### config.mk
export PLATFORM = sky130hd
export DESIGN_NAME = modem_ctrl_loop
export DESIGN_NICKNAME = d
export VERILOG_FILES = /design/src/rtl/modem_ctrl_pkg.sv /design/src/rtl/modem_ctrl_regs.sv /design/src/rtl/modem_ctrl_route.sv /design/src/rtl/modem_ctrl_loop.sv
export SDC_FILE = /design/constraint.sdc
export NUM_CORES = 1
export LEC_CHECK = 0
export BUFFER_PORTS_ARGS = -buffer_cell sky130_fd_sc_hd__buf_2
export CAP_MARGIN = 20
export CORE_ASPECT_RATIO = 0.9
export CORE_MARGIN = 2
export CORE_UTILIZATION = 23
export DETAILED_ROUTE_END_ITERATION = 16
export SLEW_MARGIN = 20
export SYNTH_ARGS = -nofsm -noshare
export SYNTH_HDL_FRONTEND = slang
export SYNTH_SLANG_ARGS = --single-unit
export TNS_END_PERCENT = 100
### constraint.sdc
create_clock -name clk -period 2.24 [get_ports clk]
set_clock_uncertainty 0.1 [all_clocks]
set_input_delay 0.112 -clock clk [delete_from_list [all_inputs] [get_ports clk]]
set_output_delay 0.112 -clock clk [all_outputs]
set_load 0.05 [all_outputs]
### src/rtl/modem_ctrl_pkg.sv
package modem_ctrl_pkg;
  localparam int FIELD_W = 7;
  localparam int LINE_N  = 4;

  typedef struct packed {
    logic sire;
    logic afce;
    logic loopOn;
    logic out2;
    logic out1;
    logic rts;
    logic dtr;
  } mcrBits_t;

  typedef struct packed {
    logic loopOn;
    logic uartLoop;
    logic irLoop;
    logic autoGate;
  } routeCtl_t;
endpackage

### src/rtl/modem_ctrl_regs.sv
module modem_ctrl_regs
  import modem_ctrl_pkg::*;
#(
  parameter int ADDR_W = 8,
  parameter int DATA_W = 32,
  parameter logic [ADDR_W-1:0] REG_OFFSET = 'h10,
  parameter bit SIR_EN = 1'b1,
  parameter bit AFC_EN = 1'b1
) (
  input  logic              clk,
  input  logic              rstN,
  input  logic              regSel,
  input  logic              regWrite,
  input  logic [ADDR_W-1:0] regAddr,
  input  logic [DATA_W-1:0] regWdata,
  output logic [DATA_W-1:0] regRdata,
  input  logic              fifoEnable,
  output mcrBits_t          mcrQ,
  output routeCtl_t         routeCtl
);
  localparam logic [DATA_W-1:0] BASE_MASK = DATA_W'(5'h1f);
  localparam logic [DATA_W-1:0] AFC_MASK  = AFC_EN ? DATA_W'(7'h20) : '0;
  localparam logic [DATA_W-1:0] SIR_MASK  = SIR_EN ? DATA_W'(7'h40) : '0;
  localparam logic [DATA_W-1:0] WR_MASK   = BASE_MASK | AFC_MASK | SIR_MASK;

  logic [DATA_W-1:0] wordQ;
  logic              addrHit;
  logic              wrHit;

  assign addrHit = regSel && (regAddr == REG_OFFSET);
  assign wrHit   = addrHit && regWrite;

  always_ff @(posedge clk or negedge rstN) begin
    if (!rstN) begin
      wordQ <= '0;
    end else if (wrHit) begin
      wordQ <= (wordQ & ~WR_MASK) | (regWdata & WR_MASK);
    end
  end

  assign regRdata = addrHit ? wordQ : '0;
  assign mcrQ     = mcrBits_t'(wordQ[FIELD_W-1:0]);

  always_comb begin
    routeCtl.loopOn   = mcrQ.loopOn;
    routeCtl.uartLoop = mcrQ.loopOn && !mcrQ.sire;
    routeCtl.irLoop   = mcrQ.loopOn && mcrQ.sire;
    routeCtl.autoGate = mcrQ.afce && fifoEnable;
  end
endmodule

### src/rtl/modem_ctrl_route.sv
module modem_ctrl_route
  import modem_ctrl_pkg::*;
(
  input  mcrBits_t            mcrQ,
  input  routeCtl_t           routeCtl,
  input  logic                rxAboveThr,
  input  logic [LINE_N-1:0]   extStatN,
  output logic [LINE_N-1:0]   pinOutN,
  output logic [LINE_N-1:0]   statN,
  input  logic                txSerial,
  output logic                soutPin,
  input  logic                sinPin,
  output logic                rxSerial,
  input  logic                irTxData,
  output logic                irOutPin,
  input  logic                irInPin,
  output logic                irRxData
);
  logic              rtsEff;
  logic [LINE_N-1:0] drvBit;

  assign rtsEff = mcrQ.rts && !(routeCtl.autoGate && rxAboveThr);
  assign drvBit = {mcrQ.out2, mcrQ.out1, rtsEff, mcrQ.dtr};

  for (genvar i = 0; i < LINE_N; i++) begin : g_line
    assign pinOutN[i] = routeCtl.loopOn ? 1'b1 : ~drvBit[i];
    assign statN[i]   = routeCtl.loopOn ? ~drvBit[i] : extStatN[i];
  end

  assign soutPin  = routeCtl.loopOn ? 1'b1 : txSerial;
  assign rxSerial = routeCtl.uartLoop ? txSerial : sinPin;
  assign irOutPin = routeCtl.loopOn ? 1'b0 : irTxData;
  assign irRxData = routeCtl.irLoop ? ~irTxData : irInPin;
endmodule

### src/rtl/modem_ctrl_loop.sv
module modem_ctrl_loop
  import modem_ctrl_pkg::*;
#(
  parameter int ADDR_W = 8,
  parameter int DATA_W = 32,
  parameter logic [ADDR_W-1:0] REG_OFFSET = 'h10,
  parameter bit SIR_EN = 1'b1,
  parameter bit AFC_EN = 1'b1
) (
  input  logic              clk,
  input  logic              rstN,
  input  logic              regSel,
  input  logic              regWrite,
  input  logic [ADDR_W-1:0] regAddr,
  input  logic [DATA_W-1:0] regWdata,
  output logic [DATA_W-1:0] regRdata,
  input  logic              fifoEnable,
  input  logic              rxAboveThr,
  input  logic              dsrPinN,
  input  logic              ctsPinN,
  input  logic              riPinN,
  input  logic              dcdPinN,
  output logic              dtrPinN,
  output logic              rtsPinN,
  output logic              out1PinN,
  output logic              out2PinN,
  output logic              dsrStatN,
  output logic              ctsStatN,
  output logic              riStatN,
  output logic              dcdStatN,
  input  logic              txSerial,
  output logic              soutPin,
  input  logic              sinPin,
  output logic              rxSerial,
  input  logic              irTxData,
  output logic              irOutPin,
  input  logic              irInPin,
  output logic              irRxData
);
  mcrBits_t          mcrQ;
  routeCtl_t         routeCtl;
  logic [LINE_N-1:0] pinOutN;
  logic [LINE_N-1:0] statN;

  modem_ctrl_regs #(
    .ADDR_W(ADDR_W), .DATA_W(DATA_W), .REG_OFFSET(REG_OFFSET),
    .SIR_EN(SIR_EN), .AFC_EN(AFC_EN)
  ) u_regs (
    .clk(clk), .rstN(rstN), .regSel(regSel), .regWrite(regWrite),
    .regAddr(regAddr), .regWdata(regWdata), .regRdata(regRdata),
    .fifoEnable(fifoEnable), .mcrQ(mcrQ), .routeCtl(routeCtl)
  );

  modem_ctrl_route u_route (
    .mcrQ(mcrQ), .routeCtl(routeCtl), .rxAboveThr(rxAboveThr),
    .extStatN({dcdPinN, riPinN, ctsPinN, dsrPinN}),
    .pinOutN(pinOutN), .statN(statN),
    .txSerial(txSerial), .soutPin(soutPin), .sinPin(sinPin), .rxSerial(rxSerial),
    .irTxData(irTxData), .irOutPin(irOutPin), .irInPin(irInPin), .irRxData(irRxData)
  );

  assign {out2PinN, out1PinN, rtsPinN, dtrPinN}   = pinOutN;
  assign {dcdStatN, riStatN, ctsStatN, dsrStatN} = statN;
endmodule

==> results by group, run 1 <==
Floorplanning
  • I/O pin cnt: 98
  • Rows: 18
  • Vert. Die Dim: 55.7 um
  • Core Area: 0.00279 mm2
  • Die area: 0.00342 mm2
  • Die Wd: 61.4 um
  • Starting Density: 24.4%

Critical path
  • Worst r2r src: u_regs.wordQ[4]$_DFFE_PN0P_
  • WP data arrival: 1.66 ns
  • CP max FO: 15
  • Slowest stage delay, CP: 0.62 ns
  • Critical path required time: 2.03 ns
  • Crit Path Category: reg -> out
  • Startpoint Class: register
  • Setup crit start: u_regs.wordQ[4]$_DFFE_PN0P_
  • Worst path cell trace: nor2b_1 -> mux2_2 -> buf_2
  • Element type at the critical path end: primary output
  • CP max-delay cell: dfrtp_1
  • Buf/Inv on CP: 1
  • Delay-heaviest family, CP: flip-flops

Timing
  • Slew Viols, Final: 0
  • Setup TNS: 0 ns
  • Max Clk Rate: 534 MHz
  • RSZ-0062 raised after global routing: no
  • Tmin final: 1.87 ns
  • Setup-failing EPs final: 0
  • Hold Vio Cnt, Final: 0
  • Fin crit share: 83.6%
  • PnR worst setup slack: 0.368 ns

Synth
  • Leading cell type by number of instances after synthesis: buf_4
  • Seq/Total Area, Yosys: 25.7%
  • Top cells by count, synth: 25 x buf_4, 8 x mux2_2, 7 x and2_1, 7 x dfrtp_1
  • Most used flip-flop cell after synthesis: dfrtp_1
  • Seq cells post-synth: 7
  • Mapped cell area: 682 um2
  • Largest cells by area after synthesis: buf_4 28%, dfrtp_1 26%, mux2_2 13%
  • Library cells used by synthesis: 21
  • Cell count after synthesis: 73
  • Post-synth ARST share: 100%
  • Top cell type's share of synthesized area: 27.5%
  • Post-synth top area cell: buf_4
  • EDFF count, synth: 0
  • Avg Cell Area, Syn: 9.34 um2
  • Synth warn: 0

Hold path
  • Worst Hold Class: in -> reg
  • Hold Startpoint: regWdata[3]

Pwr
  • Pwr dens: 460 mW/mm2
  • Post-route total power: 443 uW
  • Static Leak: 0.000545 uW
  • VDD IR max: 0.000206 V

Clock tree
  • H-tree levels: 1
  • CTS Buf Count: 3
  • Clock Tree Root: clkbuf_4
  • Max Buffers Root-to-Sink: 2
  • Setup bufs post-CTS: 0
  • TritonCTS clock tree: yes
  • Clock Latency Late Sink: 0.25 ns
  • CTS clock-pin slew for the worst setup and hold paths: 0.05 ns
  • CTS sink count: 7

GRT
  • Grt ovf: 0
  • Vias in the first global route: 595
  • All-layer global routing usage: 10.0%
  • Largest net degree at the start of global routing: 16
  • Initial antenna violation count: 0
  • First-pass GRT wire length: 2.57 mm

Final layout
  • Layout area overhead: 41.1%
  • Final net count: 184
  • Utilization after layout: 34.5%
  • Cell area after layout: 962 um2
  • Max reg flops: 7
  • Diodes inserted: 0
  • Reg with most FFs: u_regs.wordQ
  • Share of layout cells above drive strength 1: 48.1%
  • Fillers: 287
  • Top Registers: u_regs.wordQ x7

Routing
  • DR vias/cell: 3.72
  • First DRT Iteration DRCs: 2
  • Drc violations: 0
  • Total Wirelength: 1.55 mm
  • Avg WL per Cell: 9.14 um
  • Routed Antenna Nets: 0
  • Vias: 629
  • Pre-antenna DRT Iters: 2

Place
  • Count of input and output buffers: 47
  • Worst slack, placed: 0.627 ns
  • Gpl congestion: 0.706
  • HPWL Detailed: 1.25 mm
  • Post-DP Area: 866 um2

Run status
  • Outcome: finished, final reports clean

Flow run
  • Max cap viols: 0
## repair_timing
item	4_1_cts	5_1_grt
gates resized for setup	0	0
hold buffers	7	0
endpoints found under the hold margin	13	0
## stage by stage
| step | hold WS (ns) | cells |
|---|---|---|
| finish | 0.00781 | 169 |
| global route | 0.0112 | 169 |
| CTS | 0.00630 | 169 |
| detailed placement | -0.141 | 158 |
| global placement | -0.149 | 158 |
| floorplan | -0.284 | 97 |
## logic make-up after synthesis
group | count (synthesis) | share of synthesized area [%]
multiplexers | 11 | 17.6
other | 1 | 0.550
buffers and inverters | 29 | 29.7
AND/OR/NAND/NOR | 23 | 24.8
AO/OA/AOI/OAI | 2 | 1.65
flip-flops | 7 | 25.7
## metal layers
| layer | track usage, % | share of wire, % | routed length, um | up-vias |
|---|---|---|---|---|
| met5 | 0 | 0 | 0 | - |
| met4 | 5.78 | 2.2 | 34 | 0 |
| met3 | 0.930 | 8.9 | 138 | 4 |
| met2 | 19.1 | 54 | 837 | 50 |
| met1 | 9.76 | 35 | 534 | 276 |
| li1 | - | - | - | 299 |
## layout make-up
class	instances	area, um2	area share (%)
Sequential cell	7	175	18.2
Timing Repair Buffer	54	305	31.7
Clock buffer	4	26.3	2.73
Multi-Input combinational cell	61	394	41.0
Inverter	3	11.3	1.17
Tap cell	40	50.0	5.20
## worst paths after layout
path / slack, ns / end / cells past startpoint
min reg2reg: 0.44 / u_regs.wordQ[5]$_DFFE_PN0P_ / 1
max: 0.37 / rxSerial / 3
max in group asynchronous: 1.75 / u_regs.wordQ[2]$_DFFE_PN0P_ / 2
min in group asynchronous: 0.14 / u_regs.wordQ[4]$_DFFE_PN0P_ / 2
min: 0.008 / u_regs.wordQ[3]$_DFFE_PN0P_ / 2
max reg2reg: 1.14 / u_regs.wordQ[4]$_DFFE_PN0P_ / 1
## power breakdown
part / switching [uW] / total (uW) / leakage [uW] / internal, uW
combinational: 148 / 190 / 0.000433 / 42.6
clock: 49.7 / 118 / 0.0000150 / 68.2
sequential: 4.76 / 135 / 0.0000972 / 130
total: 202 / 443 / 0.000545 / 241
## layout by cell type, fill, tap and decap left out, drive strengths merged
| master | netlist | final |
|---|---|---|
| a31oi | 1 | 1 |
| and2 | 7 | 7 |
| and3 | 1 | 1 |
| buf | 25 | 47 |
| clkbuf | 1 | 4 |
| conb | 1 | 25 |
| dfrtp | 7 | 7 |
| dlygate4sd3 | 0 | 7 |
| inv | 3 | 3 |
| mux2 | 8 | 8 |
| mux2i | 3 | 3 |
| nand2 | 2 | 2 |
| nand2b | 3 | 3 |
| nand3 | 1 | 1 |
| nand3b | 1 | 1 |
| nand4 | 1 | 1 |
| nor2 | 1 | 1 |
| nor2b | 3 | 3 |
| nor3 | 1 | 1 |
| nor4b | 1 | 1 |
| o21ai | 1 | 1 |
| or2 | 1 | 1 |
(Power assumes the default switching activity.)
==> run 2: changes to the inputs <==
- PLACE_DENSITY: not set -> 0.67
- clock period: 2.24 -> 1.71 ns (I/O delays scaled with it)
==> run 2 against run 1 <==
Net effect:
- total power up 32%
- worst hold slack gained 0.098 ns
- die area unchanged
- clock power grew 31%
- cell area increased by 2.6%
- global-route usage shrank 0.60 points
- critical endpoint is now riStatN
- count of clock-buffer cells in the layout is the same
- first-iteration DRC count did not move
==> results by group, run 2 (synthesized netlist as in run 1, its figures left out) <==
Floorplanning
  • Die Wd: 61.4 um (unchanged)
  • Rows: 18 (unchanged)
  • I/O pin cnt: 98 (unchanged)
  • Die area: 0.00342 mm2 (unchanged)
  • Starting Density: 24.4% (unchanged)
  • Core Area: 0.00279 mm2 (unchanged)
  • Vert. Die Dim: 55.7 um (unchanged)

Clock tree
  • CTS sink count: 7 (unchanged)
  • Cts hold-fix bufs: 8 (+1)
  • Max Buffers Root-to-Sink: 2 (unchanged)
  • Setup bufs post-CTS: 0 (unchanged)
  • H-tree levels: 1 (unchanged)
  • Clock Tree Root: clkbuf_4
  • Cts repair resizes: 0 (unchanged)
  • Clock Latency Late Sink: 0.25 ns (about the same)
  • CTS clock-pin slew for the worst setup and hold paths: 0.05 ns (about the same)
  • CTS Buf Count: 3 (unchanged)
  • TritonCTS clock tree: yes

Pwr
  • Post-route total power: 584 uW (+32%)
  • VDD IR max: 0.000299 V (+45%)
  • Static Leak: 0.000560 uW (+2.7%)
  • Pwr dens: 592 mW/mm2 (+29%)

Final layout
  • Register area: 175 um2 (unchanged)
  • Top Registers: u_regs.wordQ x7
  • Most frequent cells in the layout: 47 x buf_2, 25 x conb_1, 8 x mux2_2, 8 x dlygate4sd3_1
  • Share of layout cells above drive strength 1: 48.5% (+0.42 points)
  • Reg with most FFs: u_regs.wordQ
  • Diodes inserted: 0 (unchanged)
  • Layout area overhead: 44.8%
  • Final net count: 187 (+1.6%)
  • Most common cell after layout, fill and taps aside: buf_2
  • Fillers: 301 (+4.9%)
  • Multi-input gate area: 394 um2 (unchanged)
  • Max reg flops: 7 (unchanged)

Timing
  • Max Clk Rate: 646 MHz
  • Setup-failing EPs final: 0 (unchanged)
  • Tmin final: 1.55 ns
  • Hold slack: 0.105 ns (+0.0976 ns)
  • RSZ-0062 raised after global routing: no
  • Hold Vio Cnt, Final: 0 (unchanged)
  • Slew Viols, Final: 0 (unchanged)
  • Fin crit share: 90.5%

Place
  • Count of input and output buffers: 47 (unchanged)
  • Gpl congestion: 0.696 (-1.4%)
  • HPWL Detailed: 1.25 mm (+0.10%)

Critical path
  • WP data arrival: 1.36 ns (-0.30 ns)
  • Worst r2r src: u_regs.wordQ[4]$_DFFE_PN0P_
  • Setup crit start: u_regs.wordQ[4]$_DFFE_PN0P_
  • R2r endpoint: u_regs.wordQ[4]$_DFFE_PN0P_
  • CP max FO: 11 (-4)
  • Critical path required time: 1.52 ns (-0.51 ns)
  • Crit Path Category: reg -> out
  • Element type at the critical path end: primary output
  • Startpoint Class: register
  • Reg2Reg Depth: 2 (+1)
  • Crit path to: riStatN
  • R2r setup slk: 0.64 ns (-0.50 ns)

Routing
  • Drc violations: 0 (unchanged)
  • DR vias/cell: 3.68 (-1.1%)
  • First DRT Iteration DRCs: 2 (unchanged)
  • Vias: 633 (+0.64%)
  • Avg WL per Cell: 9.20 um (+0.67%)
  • Total Wirelength: 1.58 mm (+2.5%)
  • Pre-antenna DRT Iters: 4 (+2)
  • Routed Antenna Nets: 0 (unchanged)

GRT
  • Grt ovf: 0 (unchanged)
  • Vias in the first global route: 582 (-2.2%)
  • Largest net degree at the start of global routing: 12 (-4)
  • Initial antenna violation count: 0 (unchanged)
  • All-layer global routing usage: 9.40% (-0.60 points)
  • First-pass GRT wire length: 2.37 mm (-7.8%)

Hold path
  • Worst Hold Class: in -> async

Run status
  • Outcome: finished, final reports clean

Flow run
  • Max cap viols: 0 (unchanged)
## run 2: cell count changes in the layout (fill, tap and decap cells not counted), sizes merged
cell / change
buf: +2
dlygate4sd3: +1
## run 2: stage by stage
step | setup TNS, ns | util, % | instance area (um2) | cells | setup slack (ns)
floorplan | -0.163 | - | 772 | 97 | -0.0423
global placement | 0 | 31.5 | 881 | 160 | 0.272
detailed placement | 0 | 31.5 | 881 | 160 | 0.270
CTS | 0 | 35.3 | 987 | 172 | 0.163
global route | 0 | 35.3 | 987 | 172 | 0.104
finish | 0 | 35.3 | 987 | 172 | 0.163
## run 2: critical path: stages, from the launching register on
cell,delay (ns)
dfrtp_1,0.39
buf_4,0.20
mux2i_1,0.23
buf_2,0.29
## run 2: worst min-delay path by stage
stage          start                          end  slack [ns]  depth (start not counted)
2_1_floorplan   rstN  u_regs.wordQ[0]$_DFFE_PN0P_       -0.31                          0
3_3_place_gp    rstN  u_regs.wordQ[5]$_DFFE_PN0P_       -0.18                          1
3_5_place_dp    rstN  u_regs.wordQ[5]$_DFFE_PN0P_       -0.17                          1
4_1_cts         rstN  u_regs.wordQ[5]$_DFFE_PN0P_        0.09                          2
5_1_grt         rstN  u_regs.wordQ[3]$_DFFE_PN0P_        0.11                          2
6_report        rstN  u_regs.wordQ[5]$_DFFE_PN0P_        0.11                          2
## run 2: routing by layer
| layer | GRT usage [%] | part of all wire (%) |
|---|---|---|
| met5 | 0 | 0 |
| met4 | 6.38 | 0.76 |
| met3 | 2.33 | 10 |
| met2 | 17.3 | 54 |
| met1 | 8.46 | 35 |
## run 2: area by class of cell
type	instances	share of cell area, %
inverters	3	1.14
multi-input cells	61	39.9
well taps	40	5.07
flip-flops and latches	7	17.7
repair buffers	57	33.5
clock buffers	4	2.66
## run 2: report_power, final
| group | switching [uW] | total [uW] | internal (uW) |
|---|---|---|---|
| Sequential | 4.49 | 175 | 170 |
| Clock | 64.8 | 154 | 89.3 |
| Combinational | 196 | 255 | 59.1 |
| Total | 265 | 584 | 319 |
==> run 3: changes to the inputs <==
- CORE_UTILIZATION: 23 -> 27
- PLACE_DENSITY: 0.67 -> 0.77
==> run 3 against run 2 <==
Net effect:
- sequential power is essentially flat
- worst hold slack gained 0.011 ns
- first-iteration DRC count grew to 4.0 times the previous value
- total power shrank 0.26%
- fmax grew 0.53%
- critical path type unchanged
- largest cell class unchanged
==> results by group, run 3 (synthesized netlist as in run 1, its figures left out) <==
Routing
  • Vias: 624 (-1.4%)
  • Routed Antenna Nets: 0 (unchanged)
  • DR vias/cell: 3.90 (+6.0%)
  • Total Wirelength: 1.53 mm (-3.7%)
  • Met3 routed WL: 178 um (+9.2%)
  • Highest metal used: met4
  • Pre-antenna DRT Iters: 4 (unchanged)
  • First DRT Iteration DRCs: 8 (+6)
  • Drc violations: 0 (unchanged)
  • Avg WL per Cell: 9.53 um (+3.6%)
  • Met2 routed WL: 777 um (-8.9%)
  • Metal1 wirelength: 558 um (+0.72%)

GRT
  • Largest net degree at the start of global routing: 12 (unchanged)
  • Initial antenna violation count: 0 (unchanged)
  • First-pass GRT wire length: 2.37 mm (unchanged)
  • All-layer global routing usage: 10.4% (+0.96 points)
  • Grt ovf: 0 (unchanged)
  • Vias in the first global route: 575 (-1.2%)

Clock tree
  • CTS clock-pin slew for the worst setup and hold paths: 0.05 ns (about the same)
  • CTS Buf Count: 3 (unchanged)
  • Clock Latency Late Sink: 0.25 ns (about the same)
  • Cts hold-fix bufs: 8 (unchanged)
  • Max Buffers Root-to-Sink: 2 (unchanged)
  • H-tree levels: 1 (unchanged)
  • Cts repair resizes: 0 (unchanged)
  • Clock Tree Root: clkbuf_4
  • TritonCTS clock tree: yes
  • Setup bufs post-CTS: 0 (unchanged)
  • CTS sink count: 7 (unchanged)

Final layout
  • Count of non-filler cells in the finished layout: 160 (-7.0%)
  • Diodes inserted: 0 (unchanged)
  • Layout area overhead: 42.6%
  • Most frequent cells in the layout: 47 x buf_2, 25 x conb_1, 8 x mux2_2, 8 x dlygate4sd3_1
  • Share of layout cells above drive strength 1: 48.5% (unchanged)
  • Max reg flops: 7 (unchanged)
  • Reg with most FFs: u_regs.wordQ
  • Top Registers: u_regs.wordQ x7
  • Most common cell after layout, fill and taps aside: buf_2
  • Final net count: 187 (unchanged)

Timing
  • Hold slack: 0.117 ns (+0.0111 ns)
  • Tmin final: 1.54 ns (-0.00814 ns)
  • Fin crit share: 90.0% (-0.48 points)
  • RSZ-0062 raised after global routing: no
  • Setup-failing EPs final: 0 (unchanged)
  • Max Clk Rate: 650 MHz (+0.53%)
  • Slew Viols, Final: 0 (unchanged)
  • Hold Vio Cnt, Final: 0 (unchanged)

Critical path
  • Critical path required time: 1.52 ns (about the same)
  • Crit Path Category: reg -> out
  • Worst r2r src: u_regs.wordQ[4]$_DFFE_PN0P_
  • Startpoint Class: register
  • CP max FO: 5 (-6)
  • Delay-heaviest family, CP: flip-flops
  • Slowest stage delay, CP: 0.40 ns (about the same)
  • Buf/Inv on CP: 1 (-1)
  • Reg2Reg Depth: 2 (unchanged)
  • R2r endpoint: u_regs.wordQ[4]$_DFFE_PN0P_
  • CP max-delay cell: dfrtp_1
  • WP data arrival: 1.35 ns (about the same)
  • Setup crit start: u_regs.wordQ[4]$_DFFE_PN0P_
  • Worst path cell trace: nor2b_1 -> mux2_2 -> buf_2
  • Element type at the critical path end: primary output
  • R2r setup slk: 0.62 ns (-0.02 ns)

Floorplanning
  • Die area: 0.00294 mm2 (-14%)
  • Die Wd: 57.0 um (-7.2%)
  • Starting Density: 28.1% (+3.7 points)
  • Vert. Die Dim: 51.7 um (-7.2%)
  • Rows: 17 (-1)
  • Core Area: 0.00242 mm2 (-13%)
  • I/O pin cnt: 98 (unchanged)

Pwr
  • Seq pwr share: 30.0% (about the same)
  • Clock power frac: 26.3% (about the same)
  • Static Leak: 0.000560 uW (unchanged)
  • Switching power: 264 uW (-0.56%)
  • Gate power share: 43.7% (about the same)
  • VDD IR max: 0.000449 V (+50%)
  • Sw Ratio: 45.3% (-0.14 points)
  • Pint: 319 uW (about the same)
  • Post-route total power: 583 uW (-0.26%)
  • Pwr dens: 599 mW/mm2 (+1.3%)

Place
  • Gpl congestion: 0.670 (-3.7%)
  • Count of input and output buffers: 47 (unchanged)
  • Cells after DPL: 148 (-7.5%)
  • HPWL Detailed: 1.13 mm (-9.8%)

Flow run
  • Max cap viols: 0 (unchanged)

Run status
  • Outcome: finished, final reports clean

Hold path
  • Worst Hold Class: in -> async
-- run 3: cell counts in the layout (fill, tap and decap cells not counted) --
No cell type changed its count.
-- run 3: power groups by stage --
stage / Sequential (uW) / Combinational, uW / Clock, uW
2_1_floorplan: 176 / 240 / 0
3_3_place_gp: 177 / 238 / 0
3_5_place_dp: 177 / 239 / 0
4_1_cts: 175 / 254 / 153
5_1_grt: 176 / 267 / 163
6_report: 175 / 255 / 153
-- run 3: how the worst max path moves through the flow --
| stage | to | slack, ns | depth (start not counted) |
|---|---|---|---|
| 2_1_floorplan | dcdStatN | -0.04 | 2 |
| 3_3_place_gp | regRdata[6] | 0.30 | 5 |
| 3_5_place_dp | regRdata[6] | 0.30 | 5 |
| 4_1_cts | rxSerial | 0.17 | 3 |
| 5_1_grt | rxSerial | 0.11 | 3 |
| 6_report | rxSerial | 0.17 | 3 |
-- run 3: cell type report --
| class | instances | area [um2] |
|---|---|---|
| multi-input cells | 61 | 394 |
| fillers | 242 | 1450 |
| well taps | 28 | 35.0 |
| repair buffers | 57 | 330 |
| clock buffers | 4 | 26.3 |
| inverters | 3 | 11.3 |
| flip-flops and latches | 7 | 175 |
-- run 3: per-stage QoR --
step / area (um2) / worst slack (ns) / util (%) / setup TNS (ns)
after floorplan: 772 / -0.0423 / - / -0.163
after global placement: 866 / 0.297 / 35.7 / 0
after detailed placement: 866 / 0.300 / 35.7 / 0
after CTS: 972 / 0.169 / 40.1 / 0
after global routing: 972 / 0.113 / 40.1 / 0
final: 972 / 0.171 / 40.1 / 0
-- run 3: worst reg2reg max path, stage by stage, from the launching register on --
cell	delay, ns
dfrtp_1	0.41
buf_4	0.20
mux2_2	0.27
-- run 3: metal layers --
metal  up-vias  GRT usage [%]
met3         2           2.74
met1       268           10.2
li1        306              -
met2        48           19.7
met5         -              0
met4         0           5.81
